### config.mk
export PLATFORM = sky130hd
export DESIGN_NAME = irq_latency_stamp
export DESIGN_NICKNAME = d
export VERILOG_FILES = /design/src/rtl/ils_pkg.sv /design/src/rtl/ils_freerun.sv /design/src/rtl/ils_capture.sv /design/src/rtl/ils_regbus.sv /design/src/rtl/irq_latency_stamp.sv
export SDC_FILE = /design/constraint.sdc
export NUM_CORES = 1
export LEC_CHECK = 0
export CORE_UTILIZATION = 30
export CTS_CLUSTER_SIZE = 40
export DETAILED_ROUTE_END_ITERATION = 8
export SKIP_LAST_GASP = 1
export SLEW_MARGIN = 0
export SYNTH_ARGS = -nofsm -noshare
export SYNTH_HDL_FRONTEND = slang
export SYNTH_HIERARCHICAL = 1
export SYNTH_SLANG_ARGS = --single-unit
### constraint.sdc
create_clock -name clk -period 4.35 [get_ports clk]
set_clock_uncertainty 0.2 [all_clocks]
set_input_delay 0.435 -clock clk [delete_from_list [all_inputs] [get_ports clk]]
set_output_delay 0.435 -clock clk [all_outputs]
set_load 0.1 [all_outputs]
### src/rtl/ils_pkg.sv
package ils_pkg;
  localparam int DATA_W = 32;
  localparam int ADDR_W = 3;

  localparam logic [ADDR_W-1:0] A_CTRL   = 3'd0;
  localparam logic [ADDR_W-1:0] A_STATUS = 3'd1;
  localparam logic [ADDR_W-1:0] A_ASRT   = 3'd2;
  localparam logic [ADDR_W-1:0] A_ACK    = 3'd3;
  localparam logic [ADDR_W-1:0] A_COUNT  = 3'd4;

  localparam int ST_DONE_BIT = 0;
  localparam int ST_WAIT_BIT = 1;

  typedef enum logic [1:0] {
    CAP_IDLE = 2'd0,
    CAP_WAIT = 2'd1,
    CAP_DONE = 2'd2
  } cap_state_e;
endpackage

### src/rtl/ils_freerun.sv
module ils_freerun #(
  parameter int CNT_W = 32
) (
  input  logic             clk,
  input  logic             rst_n,
  output logic [CNT_W-1:0] cnt_o
);
  logic [CNT_W-1:0] cnt_q;

  always_ff @(posedge clk) begin
    if (!rst_n) cnt_q <= '0;
    else        cnt_q <= cnt_q + CNT_W'(1);
  end

  assign cnt_o = cnt_q;

  // one step per edge, wrapping modulo 2^CNT_W
  p_cnt_step_r1: assert property (@(posedge clk) disable iff (!rst_n)
    $past(rst_n) |-> cnt_q == $past(cnt_q) + CNT_W'(1));
endmodule

### src/rtl/ils_capture.sv
module ils_capture
  import ils_pkg::*;
#(
  parameter int CNT_W = 32,
  parameter int IRQ_W = 5
) (
  input  logic             clk,
  input  logic             rst_n,
  input  logic [CNT_W-1:0] cnt_i,
  input  logic [IRQ_W-1:0] sel_i,
  input  logic             clr_i,
  input  logic             irq_req,
  input  logic [IRQ_W-1:0] irq_num,
  input  logic             ack_req,
  input  logic [IRQ_W-1:0] ack_num,
  output logic [CNT_W-1:0] asrt_stamp_o,
  output logic [CNT_W-1:0] ack_stamp_o,
  output logic             waiting_o,
  output logic             done_o
);
  cap_state_e       state_q, state_d;
  logic [CNT_W-1:0] asrt_q, ack_q;
  logic             irq_hit, ack_hit;
  logic             take_asrt, take_ack;

  assign irq_hit = irq_req && (irq_num == sel_i);
  assign ack_hit = ack_req && (ack_num == sel_i);

  always_comb begin
    state_d   = state_q;
    take_asrt = 1'b0;
    take_ack  = 1'b0;
    if (clr_i) begin
      state_d = CAP_IDLE;
    end else begin
      case (state_q)
        CAP_IDLE: if (irq_hit) begin
          state_d   = CAP_WAIT;
          take_asrt = 1'b1;
        end
        CAP_WAIT: if (ack_hit) begin
          state_d  = CAP_DONE;
          take_ack = 1'b1;
        end
        default: state_d = state_q;
      endcase
    end
  end

  always_ff @(posedge clk) begin
    if (!rst_n) begin
      state_q <= CAP_IDLE;
      asrt_q  <= '0;
      ack_q   <= '0;
    end else begin
      state_q <= state_d;
      if (take_asrt) asrt_q <= cnt_i;
      if (take_ack)  ack_q  <= cnt_i;
    end
  end

  assign asrt_stamp_o = asrt_q;
  assign ack_stamp_o  = ack_q;
  assign waiting_o    = (state_q == CAP_WAIT);
  assign done_o       = (state_q == CAP_DONE);

  // leaving idle needs a matching request
  p_idle_needs_hit_r2: assert property (@(posedge clk) disable iff (!rst_n)
    (state_q == CAP_IDLE && !irq_hit) |=> state_q == CAP_IDLE);

  // the assertion stamp is held once a measurement is running
  p_asrt_hold_r4: assert property (@(posedge clk) disable iff (!rst_n)
    (state_q != CAP_IDLE) |=> $stable(asrt_q));

  // completion only follows a matching acknowledge
  p_done_from_ack_r5: assert property (@(posedge clk) disable iff (!rst_n)
    (state_q == CAP_WAIT && !ack_hit) |=> state_q != CAP_DONE);

  // a completed result stays frozen until a control write
  p_done_frozen_r5: assert property (@(posedge clk) disable iff (!rst_n)
    (state_q == CAP_DONE && !clr_i) |=> (state_q == CAP_DONE && $stable(ack_q)));

  // status bits are mutually exclusive
  p_status_excl_r5: assert property (@(posedge clk) disable iff (!rst_n)
    $onehot0({waiting_o, done_o}));

  // a control write returns the unit to idle
  p_clr_idle_r6: assert property (@(posedge clk) disable iff (!rst_n)
    clr_i |=> state_q == CAP_IDLE);
endmodule

### src/rtl/ils_regbus.sv
module ils_regbus
  import ils_pkg::*;
#(
  parameter int CNT_W = 32,
  parameter int IRQ_W = 5
) (
  input  logic              clk,
  input  logic              rst_n,
  input  logic              reg_wr,
  input  logic              reg_rd,
  input  logic [ADDR_W-1:0] reg_addr,
  input  logic [DATA_W-1:0] reg_wdata,
  input  logic [CNT_W-1:0]  cnt_i,
  input  logic [CNT_W-1:0]  asrt_stamp_i,
  input  logic [CNT_W-1:0]  ack_stamp_i,
  input  logic              waiting_i,
  input  logic              done_i,
  output logic [IRQ_W-1:0]  sel_o,
  output logic              clr_o,
  output logic [DATA_W-1:0] reg_rdata,
  output logic              reg_rvalid
);
  logic [IRQ_W-1:0]  sel_q;
  logic [DATA_W-1:0] rdata_d, rdata_q;
  logic              rvalid_q;
  logic              ctrl_wr;
  logic              unused_wdata_hi;

  assign ctrl_wr         = reg_wr && (reg_addr == A_CTRL);
  assign unused_wdata_hi = ^reg_wdata[DATA_W-1:IRQ_W];

  always_comb begin
    rdata_d = '0;
    case (reg_addr)
      A_CTRL:   rdata_d = DATA_W'(sel_q);
      A_STATUS: begin
        rdata_d[ST_DONE_BIT] = done_i;
        rdata_d[ST_WAIT_BIT] = waiting_i;
      end
      A_ASRT:   rdata_d = DATA_W'(asrt_stamp_i);
      A_ACK:    rdata_d = DATA_W'(ack_stamp_i);
      A_COUNT:  rdata_d = DATA_W'(cnt_i);
      default:  rdata_d = '0;
    endcase
  end

  always_ff @(posedge clk) begin
    if (!rst_n) begin
      sel_q    <= '0;
      rdata_q  <= '0;
      rvalid_q <= 1'b0;
    end else begin
      if (ctrl_wr) sel_q <= reg_wdata[IRQ_W-1:0];
      rvalid_q <= reg_rd;
      if (reg_rd) rdata_q <= rdata_d;
    end
  end

  assign sel_o      = sel_q;
  assign clr_o      = ctrl_wr;
  assign reg_rdata  = rdata_q;
  assign reg_rvalid = rvalid_q;

  // read data returns exactly one cycle after the strobe
  p_rvalid_after_rd_r10: assert property (@(posedge clk) disable iff (!rst_n)
    reg_rd |=> reg_rvalid);
  p_no_rvalid_idle_r10: assert property (@(posedge clk) disable iff (!rst_n)
    !reg_rd |=> !reg_rvalid);

  // the selector only moves on a control write
  p_sel_stable_r6: assert property (@(posedge clk) disable iff (!rst_n)
    !ctrl_wr |=> $stable(sel_q));
endmodule

### src/rtl/irq_latency_stamp.sv
module irq_latency_stamp
  import ils_pkg::*;
#(
  parameter int CNT_W = 32,
  parameter int IRQ_W = 5
) (
  input  logic              clk,
  input  logic              rst_n,
  input  logic              irq_req,
  input  logic [IRQ_W-1:0]  irq_num,
  input  logic              ack_req,
  input  logic [IRQ_W-1:0]  ack_num,
  input  logic              reg_wr,
  input  logic              reg_rd,
  input  logic [ADDR_W-1:0] reg_addr,
  input  logic [DATA_W-1:0] reg_wdata,
  output logic [DATA_W-1:0] reg_rdata,
  output logic              reg_rvalid
);
  logic [CNT_W-1:0] cnt;
  logic [CNT_W-1:0] asrt_stamp, ack_stamp;
  logic [IRQ_W-1:0] sel;
  logic             clr, waiting, done;

  ils_freerun #(.CNT_W(CNT_W)) u_cnt (
    .clk   (clk),
    .rst_n (rst_n),
    .cnt_o (cnt)
  );

  ils_capture #(.CNT_W(CNT_W), .IRQ_W(IRQ_W)) u_cap (
    .clk          (clk),
    .rst_n        (rst_n),
    .cnt_i        (cnt),
    .sel_i        (sel),
    .clr_i        (clr),
    .irq_req      (irq_req),
    .irq_num      (irq_num),
    .ack_req      (ack_req),
    .ack_num      (ack_num),
    .asrt_stamp_o (asrt_stamp),
    .ack_stamp_o  (ack_stamp),
    .waiting_o    (waiting),
    .done_o       (done)
  );

  ils_regbus #(.CNT_W(CNT_W), .IRQ_W(IRQ_W)) u_regs (
    .clk          (clk),
    .rst_n        (rst_n),
    .reg_wr       (reg_wr),
    .reg_rd       (reg_rd),
    .reg_addr     (reg_addr),
    .reg_wdata    (reg_wdata),
    .cnt_i        (cnt),
    .asrt_stamp_i (asrt_stamp),
    .ack_stamp_i  (ack_stamp),
    .waiting_i    (waiting),
    .done_i       (done),
    .sel_o        (sel),
    .clr_o        (clr),
    .reg_rdata    (reg_rdata),
    .reg_rvalid   (reg_rvalid)
  );

  // right after reset the unit is idle and stamps are zero
  p_reset_clean_r8: assert property (@(posedge clk)
    !rst_n |=> (!waiting && !done && asrt_stamp == '0 && ack_stamp == '0 && cnt == '0));
endmodule

==> qor.yml, run 1 <==
die:
  die_y_um: 144
  start_util_pct: 30.9
  core_um2: 19700
  die_w_um: 144
  num_rows: 51
  ioPinCount: 84
  die_area_um2: 20800
power_and_ir_drop:
  p_per_area_nw_per_um2: 377
  leakage_nw: 2.59
  ir_drop_mv: 0.194
  total_power_mw: 2.77
clock_tree:
  clockBufferDepth: 2
  cts_setup_buffers: 0
  htree_levels: 4
  cts_sinks: 136
  cts_resized: 0
  clk_latency_ns: 0.42
  cts_buffers: 17
  clk_pin_slew_worst_paths_ns: 0.06
  cts_hold_buf: 0
  clockRootBuffer: "clkbuf_16"
  cts_tree: "yes"
drt:
  totalWireLength_um: 13700
  viasPerCell: 4.73
  drt_iter0_drc: 278
  drt_first_pass_iters: 5
  drc: 0
  post_drt_wl_per_cell_um: 13.8
  num_vias: 4705
  postRouteAntennaNets: 0
cells_and_area:
  antenna_cells: 0
  final_util_pct: 37.5
  nets: 768
  drive_above_1_share_pct: 6.86
  final_area_um2: 7360
  synthToLayoutAreaGrowth_pct: 21.4
  fin_cells: 994
synthesis:
  synthTopCellsByCount: "nand2_1, dfxtp_1, mux2i_1"
  yosysWarnings: 6
  ys_ff_latch: 136
  avgSynthCellArea_um2: 8.96
  yosys-top-cells-area: "dfxtp_1, mux2i_1, nand2_1"
  synthCells: 677
  synth.top_cell.area_share_pct: 44.9
  ys.flop_type: "dfxtp_1"
  postSynth.asyncResetShare_pct: 0
  synth.cell_area_um2: 6070
  synth_fp_nets: 729
  synth_cell_types: 47
  yosysTopAreaCell: "dfxtp_1"
  yosysMostFrequentCell: "nand2_1"
  synth_enable_flop_cells: 0
  ys_seq_area_share_pct: 44.9
critical_path:
  arrival_ns: 2.73
  r2r.worst_path.cells: 5
  start_kind: "input pin"
  critPathRequiredTime_ns: 4.45
  endpoint_kind: "flip-flop"
  r2r_start: "u_cnt/cnt_o[0]$_SDFF_PN0_"
  crit_fanout: 18
  rr_endpoint: "u_cnt/cnt_o[20]$_SDFF_PN0_"
  crit_type: "input pin to flip-flop"
  r2r_setup_slack_ns: 1.81
status:
  status: "finished, final reports clean"
grt:
  antenna_found_initial: 0
  gr-total-overflow: 0
  grt_use_total_pct: 14.1
  grt_max_degree: 106
  grt_pass1_wl_um: 22700
  grt_pass1_vias: 4429
timing:
  setup_ws_ns: 1.72
  finalWorstPathRequiredPeriod_ns: 2.63
  finalSetupViolCount: 0
  maxSlewViolCount: 0
  finalSetupTns_ns: 0
  holdWs_ns: 0.135
  slew-limit-headroom_pct: 31.5
  fin_crit_sh_pct: 60.5
  hold_viol: 0
  rsz0062_at_grt: "no"
  fmax_ghz: 0.380
  tightest_slew_ns: 1.02
worst_hold_path:
  min_to: "u_regs/sel_o[3]$_SDFFE_PN0P_"
  hold_path.class: "input pin to flip-flop"
  hold_depth: 2
  hold_path.startpoint: "rst_n"
place:
  post-place-cells: 962
  gp_congestion: 0.707
  pre_cts_ws_ns: 1.30
  hpwl_um: 8490
  port_buffers: 56
  placed_cell_area_um2: 6780
run:
  maxCapViolCount: 0
## routing by layer
metal / wire [µm] / share of wire (%) / track usage (%) / vias up
met5: 0 / 0 / 0 / -
met4: 100 / 0.73 / 4.49 / 0
met3: 597 / 4.4 / 4.30 / 6
met2: 6470 / 47 / 23.0 / 64
met1: 6520 / 48 / 17.7 / 2211
li1: - / - / - / 2424
## final cells by class
class | count | area (µm²)
clock buffer | 25 | 515
timing repair buffer | 64 | 626
tap | 265 | 332
sequential | 136 | 2720
clock inverter | 7 | 65.1
inverter | 7 | 26.3
fill | 2008 | 12300
multi-input combinational | 490 | 3080
## cells by family after synthesis
kind of cell | share of synthesized area (%)
AOI/OAI and AO/OA | 9.75
xor gates and xnor gates | 2.74
adders and majority gates | 0.206
buffers and inverters | 4.50
DFF | 44.9
muxes | 17.6
and+or+nand+nor | 20.3
## worst max-delay path by stage
| stage | depth (start not counted) | from | slack, ns | end |
|---|---|---|---|---|
| after detailed placement | 7 | reg_addr[1] | 1.30 | u_cap/ack_stamp_o[10]$_SDFFE_PN0P_ |
| after CTS | 7 | reg_addr[1] | 1.74 | u_cap/ack_stamp_o[23]$_SDFFE_PN0P_ |
| final | 7 | reg_addr[1] | 1.72 | u_cap/ack_stamp_o[23]$_SDFFE_PN0P_ |
| after global placement | 7 | reg_addr[1] | 1.35 | u_cap/ack_stamp_o[12]$_SDFFE_PN0P_ |
| after global routing | 7 | reg_addr[1] | 1.65 | u_cap/ack_stamp_o[23]$_SDFFE_PN0P_ |
| after floorplan | 6 | u_cnt/cnt_o[0]$_SDFF_PN0_ | 2.15 | u_cnt/cnt_o[22]$_SDFF_PN0_ |
## state kept, by name, summed over array words and instances, names as in the netlist
name / cells
u_cap/ack_stamp_o: 32
u_cap/asrt_stamp_o: 32
u_cnt/cnt_o: 32
u_regs/reg_rdata: 32
u_regs/sel_o: 5
u_cap/state_q: 2
u_regs/reg_rvalid: 1
## cells in the final DEF, fill, tap and decap left out, drive strengths merged, types with 5 or more instances in the layout
| cell | synthesis | layout |
|---|---|---|
| nand2 | 144 | 144 |
| dfxtp | 136 | 136 |
| mux2i | 101 | 101 |
| clkdlybuf4s50 | 0 | 54 |
| a21oi | 46 | 46 |
| nor2 | 43 | 43 |
| o21ai | 37 | 37 |
| clkbuf | 21 | 25 |
| or4 | 13 | 13 |
| xnor2 | 12 | 12 |
| o31ai | 11 | 11 |
| buf | 23 | 10 |
| nor2b | 9 | 9 |
| nand3 | 9 | 9 |
| nand4 | 8 | 8 |
| xor2 | 7 | 7 |
| inv | 6 | 6 |
| or3 | 6 | 6 |
| nand2b | 6 | 6 |
| nor4 | 6 | 6 |
| clkinv | 1 | 5 |
## report_power, final
group          leakage [nW]  internal [mW]  total (mW)  switching, mW
Clock                 0.285          0.873        1.39          0.517
Combinational          1.21         0.0450       0.127         0.0817
Sequential             1.10           1.25        1.26        0.00642
## critical path, cell delays in order
cell and delay (ns):
clkdlybuf4s50_1 0.75, nor4b_4 0.09, buf_4 0.20, nor4_1 0.36
nand2b_2 0.43, buf_12 0.33, mux2i_1 0.13
No activity file was read; power rests on OpenSTA's default activity.
==> run 2: changes to the inputs <==
- clock period: 4.35 -> 2.7 ns (I/O delays scaled with it)
==> run 2 against run 1 <==
Effect of this change:
- combinational power increased by 69%
- clock power increased by 68%
- die area unchanged
- design area increased by 0.39%
- hold slack got worse by 0.012 ns
- setup slack got worse by 1.5 ns
- via count increased by 1.7%
- core utilization increased by 0.15 points
- critical path depth decreased by 3
- register-to-register slack got worse by 1.6 ns
- power increased by 65%
- first-iteration DRC count decreased by 23%
==> qor.yml, run 2 (synthesized netlist as in run 1, its figures left out) <==
clock_tree:
  cts_buffers: 17  # unchanged
  htree_levels: 4  # unchanged
  cts_sinks: 136  # unchanged
  cts_tree: "yes"
  cts_resized: 0  # unchanged
  clockBufferDepth: 2  # unchanged
  clk_pin_slew_worst_paths_ns: 0.06  # about the same
  cts_setup_buffers: 0  # unchanged
  clk_latency_ns: 0.42  # about the same
  cts_hold_buf: 0  # unchanged
  clockRootBuffer: "clkbuf_16"
critical_path:
  cp_num_buf_inv: 0  # -3
  slowest_delay_ns: 0.80  # +0.05 ns
  worstPathCellList: "nand4_1, or4_1, or4_1, a21oi_1"
  r2r_setup_slack_ns: 0.24  # -1.57 ns
  crit_type: "flip-flop to flip-flop"
  critPathRequiredTime_ns: 2.85  # -1.60 ns
  endpoint_kind: "flip-flop"
  cp-endpoint: "u_cnt/cnt_o[26]$_SDFF_PN0_"
  crit_fanout: 16  # -2
  crit_cells: 4  # -3
  r2r.worst_path.cells: 4  # -1
  cp-startpoint: "u_cnt/cnt_o[13]$_SDFF_PN0_"
  cp_top_family: "simple AND/OR/NAND/NOR gates"
  crit_top_cell: "or4_1"
  arrival_ns: 2.61  # -0.12 ns
  r2r_start: "u_cnt/cnt_o[13]$_SDFF_PN0_"
  rr_endpoint: "u_cnt/cnt_o[26]$_SDFF_PN0_"
  critPathSlowestCell: "or4_1"
  start_kind: "flip-flop"
die:
  die_area_um2: 20800  # unchanged
  die_w_um: 144  # unchanged
  ioPinCount: 84  # unchanged
  core_um2: 19700  # unchanged
  start_util_pct: 30.9  # unchanged
  num_rows: 51  # unchanged
  die_y_um: 144  # unchanged
power_and_ir_drop:
  p_switching_uw: 986  # +63%
  ir_drop_mv: 0.342  # +76%
  clkPwrFrac_pct: 51.1  # +1.0 points
  p_per_area_nw_per_um2: 619  # +64%
  power_frac_comb_pct: 4.7  # about the same
  leakage_nw: 2.71  # +4.7%
  p_seq_share_pct: 44.2  # -1.1 points
  p_int_mw: 3.59  # +66%
  power_switching_share_pct: 21.5  # -0.26 points
cells_and_area:
  mostFrequentLayoutCell: "nand2_1"
  fill_cells: 2039  # +1.5%
  final_area_um2: 7390  # +0.39%
  multi_input_area_um2: 3080  # unchanged
  synthToLayoutAreaGrowth_pct: 21.8
  seq_area_um2: 2720  # unchanged
  drive_above_1_share_pct: 12.2  # +5.3 points
  nets: 778  # +1.3%
  antenna_cells: 0  # unchanged
  most-common-layout-cells: "nand2_1, dfxtp_1, mux2i_1, buf_4, a21oi_1"
timing:
  rsz0062_at_grt: "no"
  hold_viol: 0  # unchanged
  finalSetupTns_ns: 0  # unchanged
  fmax_ghz: 0.407
  finalSetupViolCount: 0  # unchanged
  tightest_slew_ns: 0.470  # -0.555 ns
  slew-limit-headroom_pct: 68.7  # +37 points
  maxSlewViolCount: 0  # unchanged
  holdWs_ns: 0.123  # -0.0120 ns
  finalWorstPathRequiredPeriod_ns: 2.46
  fin_crit_sh_pct: 90.9
drt:
  viasPerCell: 4.77  # +0.71%
  post_drt_wl_per_cell_um: 13.5  # -1.9%
  drt_iter0_drc: 213  # -23%
  num_vias: 4786  # +1.7%
  drt_first_pass_iters: 6  # +1
  postRouteAntennaNets: 0  # unchanged
  totalWireLength_um: 13600  # -0.92%
  drc: 0  # unchanged
grt:
  antenna_found_initial: 0  # unchanged
  grt_use_total_pct: 14.0  # -0.14 points
  grt_pass1_vias: 4615  # +4.2%
  gr-total-overflow: 0  # unchanged
  grt_pass1_wl_um: 22500  # -0.58%
  grt_max_degree: 48  # -55%
worst_hold_path:
  hold_path.class: "input pin to flip-flop"
place:
  placed_cell_area_um2: 6800  # +0.26%
  port_buffers: 56  # unchanged
  hpwl_um: 8810  # +3.8%
  gp_congestion: 0.753  # +6.5%
run:
  maxCapViolCount: 0  # unchanged
status:
  status: "finished, final reports clean"
[run 2: layout make-up]
class / count / share of cell area, %
multi-input combinational: 490 / 41.6
timing repair buffer: 74 / 8.70
clock inverter: 8 / 1.62
clock buffer: 24 / 6.38
inverter: 7 / 0.355
tap: 265 / 4.49
sequential: 136 / 36.8
[run 2: power groups by stage]
stage | combinational [mW] | sequential, mW | clock [mW]
2_1_floorplan | 0.120 | 2.08 | 0
3_3_place_gp | 0.215 | 2.07 | 0
3_5_place_dp | 0.215 | 2.07 | 0
4_1_cts | 0.215 | 2.03 | 2.40
5_1_grt | 0.230 | 2.03 | 2.48
6_report | 0.214 | 2.03 | 2.34
[run 2: how the worst min path moves through the flow]
stage	startpoint	end	slack (ns)	cells past startpoint
6_report	rst_n	u_cnt/cnt_o[30]$_SDFF_PN0_	0.12	2
3_3_place_gp	u_regs/reg_rdata[29]$_SDFFE_PN0P_	u_regs/reg_rdata[29]$_SDFFE_PN0P_	0.24	2
5_1_grt	rst_n	u_cnt/cnt_o[30]$_SDFF_PN0_	0.14	2
3_5_place_dp	u_regs/reg_rdata[25]$_SDFFE_PN0P_	u_regs/reg_rdata[25]$_SDFFE_PN0P_	0.24	2
4_1_cts	rst_n	u_cnt/cnt_o[30]$_SDFF_PN0_	0.10	2
2_1_floorplan	reg_rd	u_regs/reg_rdata[1]$_SDFFE_PN0P_	0.18	1
[run 2: worst reg2reg max path, cell delays in order (launching register included)]
cell     delay (ns)
dfxtp_1        0.47
nand4_1        0.19
or4_1          0.80
or4_1          0.58
a21oi_1        0.15
[run 2: stage by stage]
step	cells	total power [mW]	utilization [%]	setup WS (ns)
after floorplan	677	2.20	-	0.497
after global placement	972	2.28	34.6	0.304
after detailed placement	972	2.28	34.6	0.282
after CTS	1004	4.64	37.6	0.258
after global routing	1004	4.74	37.6	0.0806
final	1004	4.58	37.6	0.245
[run 2: routing by layer]
layer	routed length [µm]	GRT usage, %	vias up
met4	339	7.37	0
met1	6520	17.2	2218
met3	550	3.61	28
met2	6140	22.4	86
met5	0	0	-
li1	-	-	2454
==> run 3: changes to the inputs <==
- ABC_AREA: not set -> 1
- SYNTH_HIERARCHICAL: 1 -> not set
==> run 3 against run 2 <==
Effect of this change:
- register-to-register slack improved by 0.42 ns
- sequential share of layout area decreased by 2.7 points
- setup slack improved by 0.42 ns
- combinational power increased by 12%
- first-iteration DRC count increased by 50%
- global-route usage increased by 1.9 points
- hold slack improved by 0.033 ns
- non-clock buffer count unchanged
- maximum frequency increased by 21%
==> qor.yml, run 3 <==
timing:
  fin_crit_sh_pct: 75.3  # -16 points
  finalSetupViolCount: 0  # unchanged
  slew-limit-headroom_pct: 67.2  # -1.4 points
  tightest_slew_ns: 0.491  # +0.0209 ns
  finalWorstPathRequiredPeriod_ns: 2.03  # -0.423 ns
  finalSetupTns_ns: 0  # unchanged
  fmax_ghz: 0.492  # +21%
  maxSlewViolCount: 0  # unchanged
  rsz0062_at_grt: "no"
  setup_ws_ns: 0.668  # +0.423 ns
  hold_viol: 0  # unchanged
die:
  core_um2: 21300  # +8.3%
  die_area_um2: 22500  # +8.4%
  die_y_um: 150  # +4.1%
  num_rows: 53  # +3.9%
  die_w_um: 150  # +4.1%
  start_util_pct: 30.9  # +0.048 points
  ioPinCount: 84  # unchanged
power_and_ir_drop:
  p_seq_share_pct: 43.0  # -1.2 points
  p_per_area_nw_per_um2: 595  # -4.0%
  total_power_mw: 4.74  # +3.6%
  power_switching_share_pct: 22.2  # +0.67 points
  p_int_mw: 3.69  # +2.8%
  leakage_nw: 3.52  # +30%
  power_frac_comb_pct: 5.0  # +0.3 points
  p_switching_mw: 1.05  # +6.8%
  clkPwrFrac_pct: 52.0  # +0.9 points
  ir_drop_mv: 0.404  # +18%
clock_tree:
  htree_levels: 4  # unchanged
  cts_sinks: 136  # unchanged
  clockRootBuffer: "clkbuf_16"
  cts_hold_buf: 0  # unchanged
  cts_tree: "yes"
  clockBufferDepth: 2  # unchanged
  cts_buffers: 17  # unchanged
  cts_setup_buffers: 0  # unchanged
  clk_pin_slew_worst_paths_ns: 0.06  # about the same
  clk_latency_ns: 0.42  # about the same
  cts_resized: 0  # unchanged
synthesis:
  synth.top_cell.area_share_pct: 41.4  # -3.5 points
  yosysWarnings: 0  # -6
  synth_enable_flop_cells: 0  # unchanged
  ys.flop_type: "dfxtp_1"
  synthTopCellsByCount: "nand2_1, nor2_1, dfxtp_1"
  yosys-top-cells-area: "dfxtp_1, nand2_1, nor2_1"
  synth_fp_nets: 1092  # +50%
  synth.cell_area_um2: 6580  # +8.5%
  synth_cell_types: 29  # -38%
  avgSynthCellArea_um2: 6.33  # -29%
  yosysMostFrequentCell: "nand2_1"
  ys_ff_latch: 136  # unchanged
  postSynth.asyncResetShare_pct: 0  # unchanged
  yosysTopAreaCell: "dfxtp_1"
  ys_seq_area_share_pct: 41.4  # -3.5 points
  synthCells: 1040  # +54%
drt:
  totalWireLength_um: 16500  # +22%
  postRouteAntennaNets: 0  # unchanged
  viasPerCell: 4.39  # -7.9%
  drt_first_pass_iters: 4  # -2
  drt_iter0_drc: 319  # +50%
  num_vias: 6034  # +26%
  drc: 0  # unchanged
  post_drt_wl_per_cell_um: 12.0  # -11%
run:
  maxCapViolCount: 0  # unchanged
critical_path:
  critPathRequiredTime_ns: 2.82  # -0.03 ns
  arrival_ns: 2.15  # -0.46 ns
  crit_type: "flip-flop to flip-flop"
  crit_fanout: 7  # -9
  start_kind: "flip-flop"
  r2r_setup_slack_ns: 0.67  # +0.42 ns
  endpoint_kind: "flip-flop"
worst_hold_path:
  hold_path.class: "input pin to flip-flop"
cells_and_area:
  most-common-layout-cells: "nand2_1, nor2_1, dfxtp_1, inv_1, a21oi_1"
  fin_cells: 1375  # +37%
  mostFrequentLayoutCell: "nand2_1"
  final_util_pct: 37.5  # -0.13 points
  drive_above_1_share_pct: 9.91  # -2.3 points
  nets: 1139  # +46%
  synthToLayoutAreaGrowth_pct: 21.2
  antenna_cells: 0  # unchanged
  fill_cells: 2263  # +11%
place:
  pre_cts_ws_ns: 0.370  # +0.0883 ns
  post-place-cells: 1343  # +38%
  gp_congestion: 0.844  # +12%
  hpwl_um: 11300  # +28%
  port_buffers: 56  # unchanged
status:
  status: "finished, final reports clean"
grt:
  grt_use_met3_pct: 4.03  # +0.42 points
  grt_pass1_wl_um: 27800  # +23%
  gr-total-overflow: 0  # unchanged
  grt_pass1_vias: 5671  # +23%
  grt_use_total_pct: 15.9  # +1.9 points
  antenna_found_initial: 0  # unchanged
  grtUsageMet1_pct: 21.0  # +3.8 points
  grtUsageMet2_pct: 25.1  # +2.7 points
  gr-max-usage-layer: "met2"
  grt_max_degree: 87  # +81%
==> run 3: changes by cell type after synthesis, sizes merged, moves of 9 or more <==
cell | before | now
nand2 | 144 | 359
nor2 | 43 | 215
inv | 6 | 116
mux2i | 101 | 0
a21oi | 46 | 63
o211ai | 0 | 15
or4 | 13 | 0
xnor2 | 12 | 0
o21ai | 37 | 48
o31ai | 11 | 0
nand3 | 9 | 19
nor2b | 9 | 0
==> run 3: final cells by class <==
type | count | area, µm² | area share [%]
Clock buffer | 19 | 453 | 5.68
Sequential cell | 136 | 2720 | 34.1
Multi-Input combinational cell | 742 | 3160 | 39.6
Tap cell | 275 | 344 | 4.31
Inverter | 116 | 438 | 5.49
Clock inverter | 13 | 176 | 2.21
Timing Repair Buffer | 74 | 683 | 8.56
==> run 3: power by group through the flow <==
stage                     Combinational, mW  Clock [mW]  Sequential (mW)
after global routing                  0.266        2.63             2.04
after CTS                             0.243        2.54             2.04
after floorplan                       0.136           0             2.09
final                                 0.239        2.47             2.04
after detailed placement              0.243           0             2.08
after global placement                0.240           0             2.08
==> run 3: layer usage <==
layer  routed length (µm)  share of wire (%)
met1                 8120                 49
met2                 7400                 45
met3                  691                4.2
met4                  271                1.6
met5                    0                  0
==> run 3: worst max-delay path, cell delays in order (launching register included) <==
cell	delay (ns)
dfxtp_1	0.47
ha_1	0.25
nand2_2	0.09
inv_2	0.06
nand2_1	0.09
nor2_2	0.20
nand2_1	0.15
nor2_2	0.20
nand3_1	0.10
nand2_1	0.07
nor2_1	0.04
==> run 3: worst paths after layout <==
path / to / from / depth (start not counted)
worst min-delay path: u_regs.reg_rdata[19]$_SDFFE_PN0P_ / rst_n / 4
worst min register to register: u_regs.reg_rdata[12]$_SDFFE_PN0P_ / u_regs.reg_rdata[12]$_SDFFE_PN0P_ / 2
worst max register to register: u_cnt.cnt_o[20]$_SDFF_PN0_ / u_cnt.cnt_o[0]$_SDFF_PN0_ / 10
worst max-delay path: u_cnt.cnt_o[20]$_SDFF_PN0_ / u_cnt.cnt_o[0]$_SDFF_PN0_ / 10
==> run 3: logic make-up (layout without fill, tap and decap cells) <==
logic type / count (synthesis) / in the layout / synth area share, %
DFF: 136 / 136 / 41.4
and+or+nand+nor: 612 / 612 / 37.3
xor gates and xnor gates: 2 / 2 / 0.266
adders and majority gates: 1 / 1 / 0.190
AOI/OAI and AO/OA: 127 / 127 / 10.3
buffers and inverters: 162 / 222 / 10.6
==> run 3: metrics by stage <==
step           hold WS [ns]  area (µm²)
4_1_cts               0.148        7980
3_3_place_gp          0.255        7350
3_5_place_dp          0.256        7350
2_1_floorplan         0.227        6580
6_report              0.156        7980
5_1_grt               0.167        7980
